`config.mk`:
```
export PLATFORM = sky130hd
export DESIGN_NAME = bvd_regs
export DESIGN_NICKNAME = d
export VERILOG_FILES = /design/src/rtl/bvd_pkg.sv /design/src/rtl/bvd_board_decode.sv /design/src/rtl/bvd_sync.sv /design/src/rtl/bvd_disp_reg.sv /design/src/rtl/bvd_regs.sv
export SDC_FILE = /design/constraint.sdc
export NUM_CORES = 1
export LEC_CHECK = 0
export ABC_AREA = 1
export CAP_MARGIN = 20
export CORE_MARGIN = 2
export CORE_UTILIZATION = 50
export CTS_CLUSTER_SIZE = 8
export DETAILED_ROUTE_END_ITERATION = 12
export GPL_ROUTABILITY_DRIVEN = 0
export PLACE_DENSITY = 0.95
export SYNTH_ARGS = -nofsm -noshare
export SYNTH_HDL_FRONTEND = slang
export SYNTH_HIERARCHICAL = 1
export SYNTH_SLANG_ARGS = --single-unit
```
`constraint.sdc`:
```
create_clock -name clk -period 3.85 [get_ports clk]
set_input_delay 0.77 -clock clk [delete_from_list [all_inputs] [get_ports clk]]
set_output_delay 0.77 -clock clk [all_outputs]
set_load 0.01 [all_outputs]
```
`src/rtl/bvd_pkg.sv`:
```
package bvd_pkg;

    // Board variant classes selected from the captured board number
    typedef enum logic [2:0] {
        BV_MUXED,   // masked display word plus format-select output
        BV_NOMUX,   // masked display word, no format select
        BV_BIT7,    // only bit 7 of display word writable
        BV_BLANK,   // display word reads zero, writes ignored
        BV_OTHER    // unlisted board: writes ignored
    } board_class_e;

    typedef enum logic {
        ST_LOAD,
        ST_RUN
    } ctl_state_e;

endpackage

```
`src/rtl/bvd_board_decode.sv`:
```
module bvd_board_decode
    import bvd_pkg::*;
#(
    parameter int                 BOARD_W   = 12,
    parameter logic [BOARD_W-1:0] ID_MUXED  = 12'h100,
    parameter logic [BOARD_W-1:0] ID_NOMUX  = 12'h140,
    parameter logic [BOARD_W-1:0] ID_BIT7_A = 12'h178,
    parameter logic [BOARD_W-1:0] ID_BIT7_B = 12'h182,
    parameter logic [BOARD_W-1:0] ID_BLANK  = 12'h190
) (
    input  logic [BOARD_W-1:0] board_i,
    output board_class_e       class_o
);

    always_comb begin
        if (board_i == ID_MUXED) begin
            class_o = BV_MUXED;
        end else if (board_i == ID_NOMUX) begin
            class_o = BV_NOMUX;
        end else if ((board_i == ID_BIT7_A) || (board_i == ID_BIT7_B)) begin
            class_o = BV_BIT7;
        end else if (board_i == ID_BLANK) begin
            class_o = BV_BLANK;
        end else begin
            class_o = BV_OTHER;
        end
    end

endmodule

```
`src/rtl/bvd_sync.sv`:
```
module bvd_sync #(
    parameter int STAGES = 2,
    parameter int W      = 2
) (
    input  logic         clk,
    input  logic         rst_n,
    input  logic [W-1:0] d_i,
    output logic [W-1:0] q_o
);

    logic [STAGES-1:0][W-1:0] pipe;

    always_ff @(posedge clk or negedge rst_n) begin
        if (!rst_n) begin
            pipe <= '0;
        end else begin
            pipe[0] <= d_i;
            for (int s = 1; s < STAGES; s++) begin
                pipe[s] <= pipe[s-1];
            end
        end
    end

    assign q_o = pipe[STAGES-1];

endmodule

```
`src/rtl/bvd_disp_reg.sv`:
```
module bvd_disp_reg
    import bvd_pkg::*;
#(
    parameter int                DATA_W    = 32,
    parameter int                RO_LSB    = 8,
    parameter int                RO_MSB    = 13,
    parameter int                WR_BIT    = 7,
    parameter logic [DATA_W-1:0] RESET_VAL = 32'h0000_1F00
) (
    input  logic              clk,
    input  logic              rst_n,
    input  logic              load_i,
    input  logic              wr_i,
    input  logic [DATA_W-1:0] wdata_i,
    input  board_class_e      class_i,
    output logic [DATA_W-1:0] q_o
);

    localparam int                RO_LEN   = RO_MSB - RO_LSB + 1;
    localparam logic [DATA_W-1:0] RO_FIELD = ((DATA_W'(1) << RO_LEN) - DATA_W'(1)) << RO_LSB;
    localparam logic [DATA_W-1:0] WR_ONLY  = DATA_W'(1) << WR_BIT;

    logic [DATA_W-1:0] keep_mask;
    logic [DATA_W-1:0] merged;
    logic [DATA_W-1:0] load_val;

    always_comb begin
        unique case (class_i)
            BV_MUXED, BV_NOMUX: keep_mask = RO_FIELD;
            BV_BIT7:            keep_mask = ~WR_ONLY;
            default:            keep_mask = '1;
        endcase
    end

    assign merged   = (q_o & keep_mask) | (wdata_i & ~keep_mask);
    assign load_val = (class_i == BV_BLANK) ? '0 : RESET_VAL;

    always_ff @(posedge clk or negedge rst_n) begin
        if (!rst_n) begin
            q_o <= '0;
        end else if (load_i) begin
            q_o <= load_val;
        end else if (wr_i) begin
            q_o <= merged;
        end
    end


    ro_field_hold_chk: assert property (@(posedge clk) disable iff (!rst_n)
        (!load_i && wr_i && ((class_i == BV_MUXED) || (class_i == BV_NOMUX)))
        |=> ((q_o & RO_FIELD) == ($past(q_o) & RO_FIELD)));


    bit7_only_chk: assert property (@(posedge clk) disable iff (!rst_n)
        (!load_i && wr_i && (class_i == BV_BIT7))
        |=> ((q_o & ~WR_ONLY) == ($past(q_o) & ~WR_ONLY)));


    blank_zero_chk: assert property (@(posedge clk) disable iff (!rst_n)
        (!load_i && (class_i == BV_BLANK)) |-> (q_o == '0));

endmodule

```
`src/rtl/bvd_regs.sv`:
```
module bvd_regs
    import bvd_pkg::*;
#(
    parameter int                 DATA_W      = 32,
    parameter int                 ADDR_W      = 8,
    parameter int                 BOARD_W     = 12,
    parameter int                 SYNC_STAGES = 2,
    parameter logic [ADDR_W-1:0]  DISP_OFS    = 8'h50,
    parameter logic [ADDR_W-1:0]  CARD_OFS    = 8'h48,
    parameter int                 CP_BIT      = 0,
    parameter int                 WP_BIT_EARLY = 2,
    parameter int                 WP_BIT_LATE = 1
) (
    input  logic               clk,
    input  logic               rst_n,
    input  logic [BOARD_W-1:0] board_id_i,
    input  logic               wr_en_i,
    input  logic [ADDR_W-1:0]  addr_i,
    input  logic [DATA_W-1:0]  wdata_i,
    output logic [DATA_W-1:0]  rd_data_o,
    input  logic               card_present_i,
    input  logic               wprot_i,
    output logic [1:0]         fmt_sel_o
);

    ctl_state_e         state, state_nx;
    logic               load_now;
    logic               run_now;
    logic [BOARD_W-1:0] board_q;
    logic [BOARD_W-1:0] board_eff;
    board_class_e       cls;
    logic               disp_wr;
    logic [DATA_W-1:0]  disp_q;
    logic [1:0]         card_sync;
    logic [DATA_W-1:0]  card_word;

    // ---------------- control state machine ----------------
    always_comb begin
        unique case (state)
            ST_LOAD: state_nx = ST_RUN;
            ST_RUN:  state_nx = ST_RUN;
            default: state_nx = ST_LOAD;
        endcase
    end

    always_ff @(posedge clk or negedge rst_n) begin
        if (!rst_n) begin
            state <= ST_LOAD;
        end else begin
            state <= state_nx;
        end
    end

    always_comb begin
        load_now = 1'b0;
        run_now  = 1'b0;
        unique case (state)
            ST_LOAD: load_now = 1'b1;
            ST_RUN:  run_now  = 1'b1;
            default: load_now = 1'b0;
        endcase
    end

    // ---------------- board capture and decode ----------------
    always_ff @(posedge clk or negedge rst_n) begin
        if (!rst_n) begin
            board_q <= '0;
        end else if (load_now) begin
            board_q <= board_id_i;
        end
    end

    assign board_eff = load_now ? board_id_i : board_q;

    bvd_board_decode #(
        .BOARD_W (BOARD_W)
    ) u_decode (
        .board_i (board_eff),
        .class_o (cls)
    );

    // ---------------- display word ----------------
    assign disp_wr = run_now && wr_en_i && (addr_i == DISP_OFS);

    bvd_disp_reg #(
        .DATA_W (DATA_W)
    ) u_disp (
        .clk     (clk),
        .rst_n   (rst_n),
        .load_i  (load_now),
        .wr_i    (disp_wr),
        .wdata_i (wdata_i),
        .class_i (cls),
        .q_o     (disp_q)
    );

    always_ff @(posedge clk or negedge rst_n) begin
        if (!rst_n) begin
            fmt_sel_o <= 2'b00;
        end else if (disp_wr && (cls == BV_MUXED)) begin
            fmt_sel_o <= wdata_i[1:0];
        end
    end

    // ---------------- card status word ----------------
    bvd_sync #(
        .STAGES (SYNC_STAGES),
        .W      (2)
    ) u_sync (
        .clk   (clk),
        .rst_n (rst_n),
        .d_i   ({wprot_i, card_present_i}),
        .q_o   (card_sync)
    );

    always_comb begin
        card_word         = '0;
        card_word[CP_BIT] = card_sync[0];
        if ((cls == BV_MUXED) || (cls == BV_NOMUX)) begin
            card_word[WP_BIT_EARLY] = card_sync[1];
        end else begin
            card_word[WP_BIT_LATE] = card_sync[1];
        end
    end

    // ---------------- read mux ----------------
    always_comb begin
        rd_data_o = '0;
        if (run_now) begin
            if (addr_i == DISP_OFS) begin
                rd_data_o = disp_q;
            end else if (addr_i == CARD_OFS) begin
                rd_data_o = card_word;
            end
        end
    end


    load_once_chk: assert property (@(posedge clk) disable iff (!rst_n)
        (state == ST_LOAD) |=> (state == ST_RUN));


    fmt_hold_chk: assert property (@(posedge clk) disable iff (!rst_n)
        !(disp_wr && (cls == BV_MUXED)) |=> $stable(fmt_sel_o));


    board_hold_chk: assert property (@(posedge clk) disable iff (!rst_n)
        (state == ST_RUN) |=> $stable(board_q));


    card_wp_pos_chk: assert property (@(posedge clk) disable iff (!rst_n)
        ((cls == BV_MUXED) || (cls == BV_NOMUX)) |-> (card_word[WP_BIT_LATE] == 1'b0));


    unmapped_rd_chk: assert property (@(posedge clk) disable iff (!rst_n)
        ((addr_i != DISP_OFS) && (addr_i != CARD_OFS)) |-> (rd_data_o == '0));

endmodule

```
==> key figures, run 1 <==
Die
  – Overall die width: slightly below 80 µm
  – Boundary pin count: 91
  – FP Rows: 26
  – Core area: 5170 µm²
  – Starting Density: 52.2%
  – Die height: 77.5 µm
  – Die area: 6010 µm²

STA
  – Clock skew: 0.00969 ns
  – # setup viols final: 0
  – Final TNS setup: 0 ns
  – RSZ-0062 raised after global routing: no
  – Final hold violation count: 0
  – Period utilization: a little over nine tenths
  – Fmax: 0.271 GHz
  – Final min period: around 3.7 ns
  – Slew Viols, Final: 0

Power
  – Pwr dens: 256 nW/µm²
  – Maximum vdd drop: 0.238 mV
  – Leakage: 1.84 nW
  – Post-layout power: 0.933 mW

Finish
  – Area Overhead vs Synth: 34.6%
  – Post-Layout Cell Count: 539
  – Fillcell total: 433
  – Ant diodes: 0
  – # nets final: 525
  – Layout cells sized above 1: 10.7%

Logic synthesis
  – Synth area leader: dfrtp_1
  – Synth Area per Inst: a little under 7 µm²
  – Largest cells by area after synthesis: dfrtp_1 (43%), nand2_1 (17%), nor2_1 (12%)
  – Sequential area share after synthesis: about 43%
  – Synth warn: 6
  – Post-synthesis cell area: 2700 µm²
  – FF+latch count, synth: 46
  – Syn nets: 448
  – Unique masters post-synth: 24
  – Syn Inst Count: 391
  – Synth top area share: 42.6%

Routing
  – Vias after detailed routing: 2,358
  – Post-route antenna net violation count: 0
  – Mean number of vias per cell: 4.37
  – DR WL/cell: 10.9 µm
  – DRC: 0
  – 1st-iter DRT viols: 94
  – Routed wire length: 5890 µm
  – Drt first pass iters: 4

Place
  – Port bufs: 83
  – Placed wire-length estimate: 4400 µm
  – Placed cells: 530

Worst setup path
  – FF-to-FF setup slack: approximately 1.3 ns
  – Reg-to-Reg Start: state$_DFF_PN0_
  – Req. time, crit path: a little over 3 ns
  – WP data arrival: 2.93 ns
  – Kind of critical path: primary input to output pin
  – Crit Path Max Fanout: 4
  – Crit Reg-Reg Endpoint: u_disp/q_o[16]$_DFFE_PN0P_
  – CP startpoint: board_id_i[6]
  – Reg2Reg Depth: 15
  – CP Capture Type: output pin
  – Worst setup path end: rd_data_o[1]
  – Startpoint Class: primary input

Clocking
  – Clock tree buffer depth: 2
  – Root Buffer: clkbuf_8
  – CTS Hold Bufs: 0
  – H-tree levels: 2
  – TritonCTS clock tree: done
  – Reg clk slew, reported paths: 0.08 ns
  – Clk Latency, worst-skew pair: 0.29 ns
  – CTS buffer count: 5
  – # clock sinks: 46

Global routing
  – Total Routing Usage GR: 21.2%
  – Vias in the first global route: 2,423
  – First-pass GRT wire length: 10,300 µm
  – Largest net degree at the start of global routing: 47
  – Antenna violations before repair: 0
  – Remaining Overflow, GRT: 0

Run status
  – Outcome: complete, no violations

Hold path
  – Min-Delay Path Class: flop to flop

Job
  – Max-capacitance violation count: 0
[placed cells by master, fill, tap and decap left out, types with 2 or more instances in the layout]
cell             netlist  final
buf_12                 1      2
conb_1                 2      2
inv_2                  6      6
buf_4                 11      4
nand3_1                7      7
nand2_1              121    120
nor2_1                85     85
inv_1                 71     71
clkbuf_8               0      6
nand4_1                3      3
nor2_4                12     13
nor2_2                 5      4
clkdlybuf4s50_1        0     81
nand2_2                7      8
dfrtp_1               46     46
[logic make-up (layout without fill, tap and decap cells)]
| kind of cell | after synthesis | in the layout | synth area share [%] |
|---|---|---|---|
| buf+inv | 96 | 174 | 16.4 |
| flops | 46 | 46 | 42.6 |
| other cells | 2 | 2 | 0.278 |
| simple gates | 245 | 245 | 40.3 |
| compound gates | 2 | 2 | 0.370 |
[worst max-delay path, cell delays in order]
cell and delay, ns:
clkdlybuf4s50_1 0.46, nand2_1 0.06, nand2_2 0.10, inv_2 0.04, nand2_1 0.10, nor2_1 0.06, nand2_1 0.06, nand2_1 0.04
nand2_1 0.07, nand2_2 0.11, nor2_4 0.16, nor2_1 0.09, nor2_1 0.13, nand2_1 0.07, nand2_1 0.06, clkdlybuf4s50_1 0.54
[what timing repair did]
action	CTS	global route
endpoints found under the setup margin	0	2
setup buffers	0	0
resized for setup	0	3
[layer usage]
metal	up-vias	track usage, %	routed length [µm]
met2	64	41.0	3030
met5	-	0	0
met4	0	6.25	95
li1	1254	-	-
met1	1028	23.7	2510
met3	12	3.49	252
[flip-flops by register name, indices dropped and copies added, names as in the netlist]
signal and cells:
u_sync/pipe 2, board_q 12, fmt_sel_o 2, state 1
u_sync/q_o 2, u_disp/q_o 27
[metrics by stage]
stage                     area, µm²  util [%]  worst slack [ns]  hold slack, ns
after global placement         3510      67.9             0.140           0.335
after CTS                      3610      69.7            0.0600           0.361
after global routing           3640      70.3            0.0146           0.365
after detailed placement       3510      67.9            0.0812           0.341
after floorplan                2700         -              1.07           0.331
final                          3640      70.3             0.155           0.357
[Yosys cell counts (all sizes together)]
library cell    n
nand2         129
buf            18
dfrtp          46
o21ai           1
nand3           8
a21oi           1
nand4           3
inv            77
nor2          102
clkbuf          1
nor3            3
conb            2
[how the worst min path moves through the flow]
stage / from / endpoint / slack (ns) / cells past startpoint
6_report: u_sync/pipe[0]$_DFF_PN0_ / u_sync/q_o[0]$_DFF_PN0_ / 0.36 / 0
3_5_place_dp: u_sync/pipe[0]$_DFF_PN0_ / u_sync/q_o[0]$_DFF_PN0_ / 0.34 / 0
2_1_floorplan: u_sync/pipe[0]$_DFF_PN0_ / u_sync/q_o[0]$_DFF_PN0_ / 0.33 / 0
4_1_cts: u_sync/pipe[0]$_DFF_PN0_ / u_sync/q_o[0]$_DFF_PN0_ / 0.36 / 0
3_3_place_gp: u_sync/pipe[0]$_DFF_PN0_ / u_sync/q_o[0]$_DFF_PN0_ / 0.34 / 0
5_1_grt: u_sync/pipe[0]$_DFF_PN0_ / u_sync/q_o[0]$_DFF_PN0_ / 0.36 / 0
[cell type report]
cell class	count	area, µm²	area share, %
flip-flops and latches	46	1150	31.7
multi-input cells	249	1110	30.7
repair buffers	89	898	24.7
inverters	77	289	7.95
well taps	70	87.6	2.41
clock buffers	6	82.6	2.27
clock inverters	2	12.5	0.344
[power breakdown]
part           total, mW  internal [mW]  switching [mW]  leakage, nW
registers          0.504          0.498         0.00551        0.606
clock network      0.301          0.144           0.157       0.0472
logic              0.127         0.0638          0.0636         1.19
total              0.933          0.706           0.226         1.84
No activity file was read; power rests on OpenSTA's default activity.
==> run 2: changes to the inputs <==
--- a/config.mk
+++ b/config.mk
@@ -13,6 +13,7 @@
 export DETAILED_ROUTE_END_ITERATION = 12
 export GPL_ROUTABILITY_DRIVEN = 0
 export PLACE_DENSITY = 0.95
+export SETUP_SLACK_MARGIN = 0.15
 export SYNTH_ARGS = -nofsm -noshare
 export SYNTH_HDL_FRONTEND = slang
 export SYNTH_HIERARCHICAL = 1
==> run 2 against run 1 <==
Critical path type unchanged. Largest cell class unchanged. Worst hold slack lost 0.073 ns. Clock skew shrank 0.0014 ns. Via count grew 1.5%. First-iteration DRC count grew 4.3%. Worst setup slack gained 0.19 ns. Flip-flop and latch count is the same.
==> key figures, run 2 (synthesis gave the netlist of run 1 again) <==
Routing
  – 1st-iter DRT viols: 98 (+4.3%)
  – Post-route antenna net violation count: 0 (unchanged)
  – Vias after detailed routing: 2,393 (+1.5%)
  – DR WL/cell: 11.1 µm (+1.3%)
  – DRC: 0 (unchanged)
  – Routed wire length: 5970 µm (+1.3%)
  – Drt first pass iters: 4 (unchanged)
  – Mean number of vias per cell: 4.44 (+1.5%)

Power
  – Maximum vdd drop: 0.236 mV (-0.81%)
  – P_sw: 0.227 mW (+0.33%)
  – Post-layout power: 0.934 mW (+0.11%)
  – Register share of total power: 54.0% (about the same)
  – Clock Power Share: 32.2% (about the same)
  – Logic gate share of total power: 13.8% (about the same)
  – Pint: 0.707 mW (about the same)
  – Pwr dens: 256 nW/µm² (-0.13%)
  – Sw Share: 24.3% (+0.054 points)
  – Leakage: 1.85 nW (+0.28%)

Die
  – Boundary pin count: 91 (unchanged)
  – Starting Density: 52.2% (unchanged)
  – Die area: 6010 µm² (unchanged)
  – FP Rows: 26 (unchanged)
  – Die height: 77.5 µm (unchanged)
  – Core area: 5170 µm² (unchanged)
  – Overall die width: 77.5 µm (unchanged)

Clocking
  – Reg clk slew, reported paths: 0.08 ns (about the same)
  – Clk Latency, worst-skew pair: 0.29 ns (about the same)
  – # clock sinks: 46 (unchanged)
  – TritonCTS clock tree: done
  – CTS buffer count: 5 (unchanged)
  – Root Buffer: clkbuf_8
  – H-tree levels: 2 (unchanged)
  – Clock tree buffer depth: 2 (unchanged)
  – Setup bufs post-CTS: 0 (unchanged)

Place
  – Placed cells: 530 (unchanged)
  – Placed wire-length estimate: 4400 µm (unchanged)
  – Port bufs: 83 (unchanged)

Finish
  – Final core utilization: 70.5% (+0.17 points)
  – Post-Layout Cell Count: 539 (unchanged)
  – Fillcell total: 430 (-0.69%)
  – Commonest non-fill, non-tap cell in the layout: nand2_1
  – # nets final: 525 (unchanged)
  – Max FFs per register: 27 (unchanged)
  – Layout cells sized above 1: 11.1% (+0.43 points)
  – Largest Register: u_disp/q_o
  – Ant diodes: 0 (unchanged)
  – Regs by FF count: u_disp/q_o x27, board_q x12
  – Commonest non-fill, non-tap cells in the layout: nand2_1 (118), nor2_1 (85), clkdlybuf4s50_1 (80)
  – Area Overhead vs Synth: 34.9%

Global routing
  – Remaining Overflow, GRT: 0 (unchanged)
  – First-pass GRT wire length: 10,400 µm (+0.87%)
  – Total Routing Usage GR: 21.4% (+0.18 points)
  – Antenna violations before repair: 0 (unchanged)
  – Vias in the first global route: 2,438 (+0.62%)
  – Largest net degree at the start of global routing: 47 (unchanged)

Worst setup path
  – Buffers & Inverters on Critical Path: 3 (unchanged)
  – Startpoint Class: primary input
  – Worst path max stage delay: 0.46 ns (-0.08 ns)
  – Worst path most repeated cell: nand2_1
  – CP max stage cell: clkdlybuf4s50_1
  – Delay-heaviest family, CP: simple AND/OR/NAND/NOR gates
  – Reg2Reg Depth: 15 (unchanged)
  – Req. time, crit path: 3.08 ns (about the same)
  – Crit path cell chain: clkdlybuf4s50_1 -> nand2_1 -> nand2_2 -> nand2_1 -> nor2_2 -> nand2_1 -> nand2_1 -> nand2_1 -> nand2_4 -> nor2_4 -> nor2_1 -> inv_1 -> nor2_1 -> nand2_1 -> nand2_1 -> dlygate4sd2_1
  – CP Capture Type: output pin
  – Kind of critical path: primary input to output pin
  – Worst path depth: 16 (unchanged)
  – WP data arrival: 2.73 ns (-0.20 ns)
  – Crit Path Max Fanout: 4 (unchanged)

Run status
  – Outcome: complete, no violations

STA
  – Minimum hold slack: 0.284 ns (-0.0733 ns)
  – Clock skew: 0.00826 ns (-0.00143 ns)
  – RSZ-0062 raised after global routing: no
  – # setup viols final: 0 (unchanged)
  – Period utilization: 91.0% (-5.0 points)
  – Fmax: 0.285 GHz (+5.5%)
  – Slew Viols, Final: 0 (unchanged)
  – Final TNS setup: 0 ns (unchanged)
  – Final hold violation count: 0 (unchanged)
  – Final min period: 3.50 ns (-0.191 ns)

Hold path
  – Min-Delay Path Class: primary input to asynchronous set/reset pin

Job
  – Max-capacitance violation count: 0 (unchanged)
-- run 2: cell types whose count changed in the layout (fill, tap and decap cells not counted) --
cell and change:
nand2_2 +1, nand2_1 -2, clkdlybuf4s50_1 -1, dlygate4sd2_1 +1
nand2_4 +1
-- run 2: final timing paths --
| kind | startpoint | end | slack, ns |
|---|---|---|---|
| setup / recovery | board_id_i[6] | rd_data_o[2] | 0.35 |
| min in group clk | u_sync/pipe[0]$_DFF_PN0_ | u_sync/q_o[0]$_DFF_PN0_ | 0.36 |
| hold / removal | rst_n | fmt_sel_o[0]$_DFFE_PN0P_ | 0.28 |
| max in group asynchronous | rst_n | u_disp/q_o[12]$_DFFE_PN0P_ | 3.12 |
| setup reg to reg | state$_DFF_PN0_ | u_disp/q_o[16]$_DFFE_PN0P_ | 1.31 |
| hold reg to reg | u_sync/pipe[0]$_DFF_PN0_ | u_sync/q_o[0]$_DFF_PN0_ | 0.36 |
-- run 2: metrics by stage --
step           instance area [µm²]  setup slack [ns]
3_5_place_dp                  3510            0.0812
5_1_grt                       3640             0.181
3_3_place_gp                  3510             0.140
6_report                      3640             0.346
4_1_cts                       3620             0.138
2_1_floorplan                 2700              1.07
-- run 2: worst register-to-register path: stages, from the launching register on --
cell,delay (ns)
dfrtp_1,0.38
inv_1,0.33
nand2_1,0.12
nand2_2,0.10
nand2_1,0.09
nor2_2,0.15
nand2_1,0.06
nand2_1,0.06
nand2_1,0.08
nand2_4,0.12
nor2_4,0.06
nor2_4,0.13
nand2_1,0.27
buf_4,0.29
nor2_1,0.11
nor2_1,0.06
-- run 2: metal layers --
metal | wire length, µm | share of wire [%] | GRT usage (%) | vias to the layer above
met3 | 289 | 4.8 | 3.84 | 16
met1 | 2460 | 41 | 23.8 | 1043
met4 | 125 | 2.1 | 7.14 | 0
met2 | 3090 | 52 | 40.8 | 84
li1 | - | - | - | 1250
met5 | 0 | 0 | 0 | -
-- run 2: what timing repair did --
action,4_1_cts,5_1_grt
endpoints found under the setup margin,2,2
hold buffers,0,0
gates resized for setup,4,3
-- run 2: power by group through the flow --
stage	logic (mW)	clock network [mW]	registers, mW
2_1_floorplan	0.0606	0	0.512
3_3_place_gp	0.121	0	0.513
3_5_place_dp	0.125	0	0.514
4_1_cts	0.127	0.311	0.504
5_1_grt	0.144	0.333	0.505
6_report	0.129	0.301	0.504
-- run 2: final cells by class --
| class | instances | area [µm²] | area share (%) |
|---|---|---|---|
| Tap cell | 70 | 87.6 | 2.40 |
| Timing Repair Buffer | 89 | 897 | 24.6 |
| Sequential cell | 46 | 1150 | 31.6 |
| Clock buffer | 6 | 82.6 | 2.27 |
| Inverter | 77 | 289 | 7.93 |
| Multi-Input combinational cell | 249 | 1120 | 30.9 |
| Clock inverter | 2 | 12.5 | 0.343 |
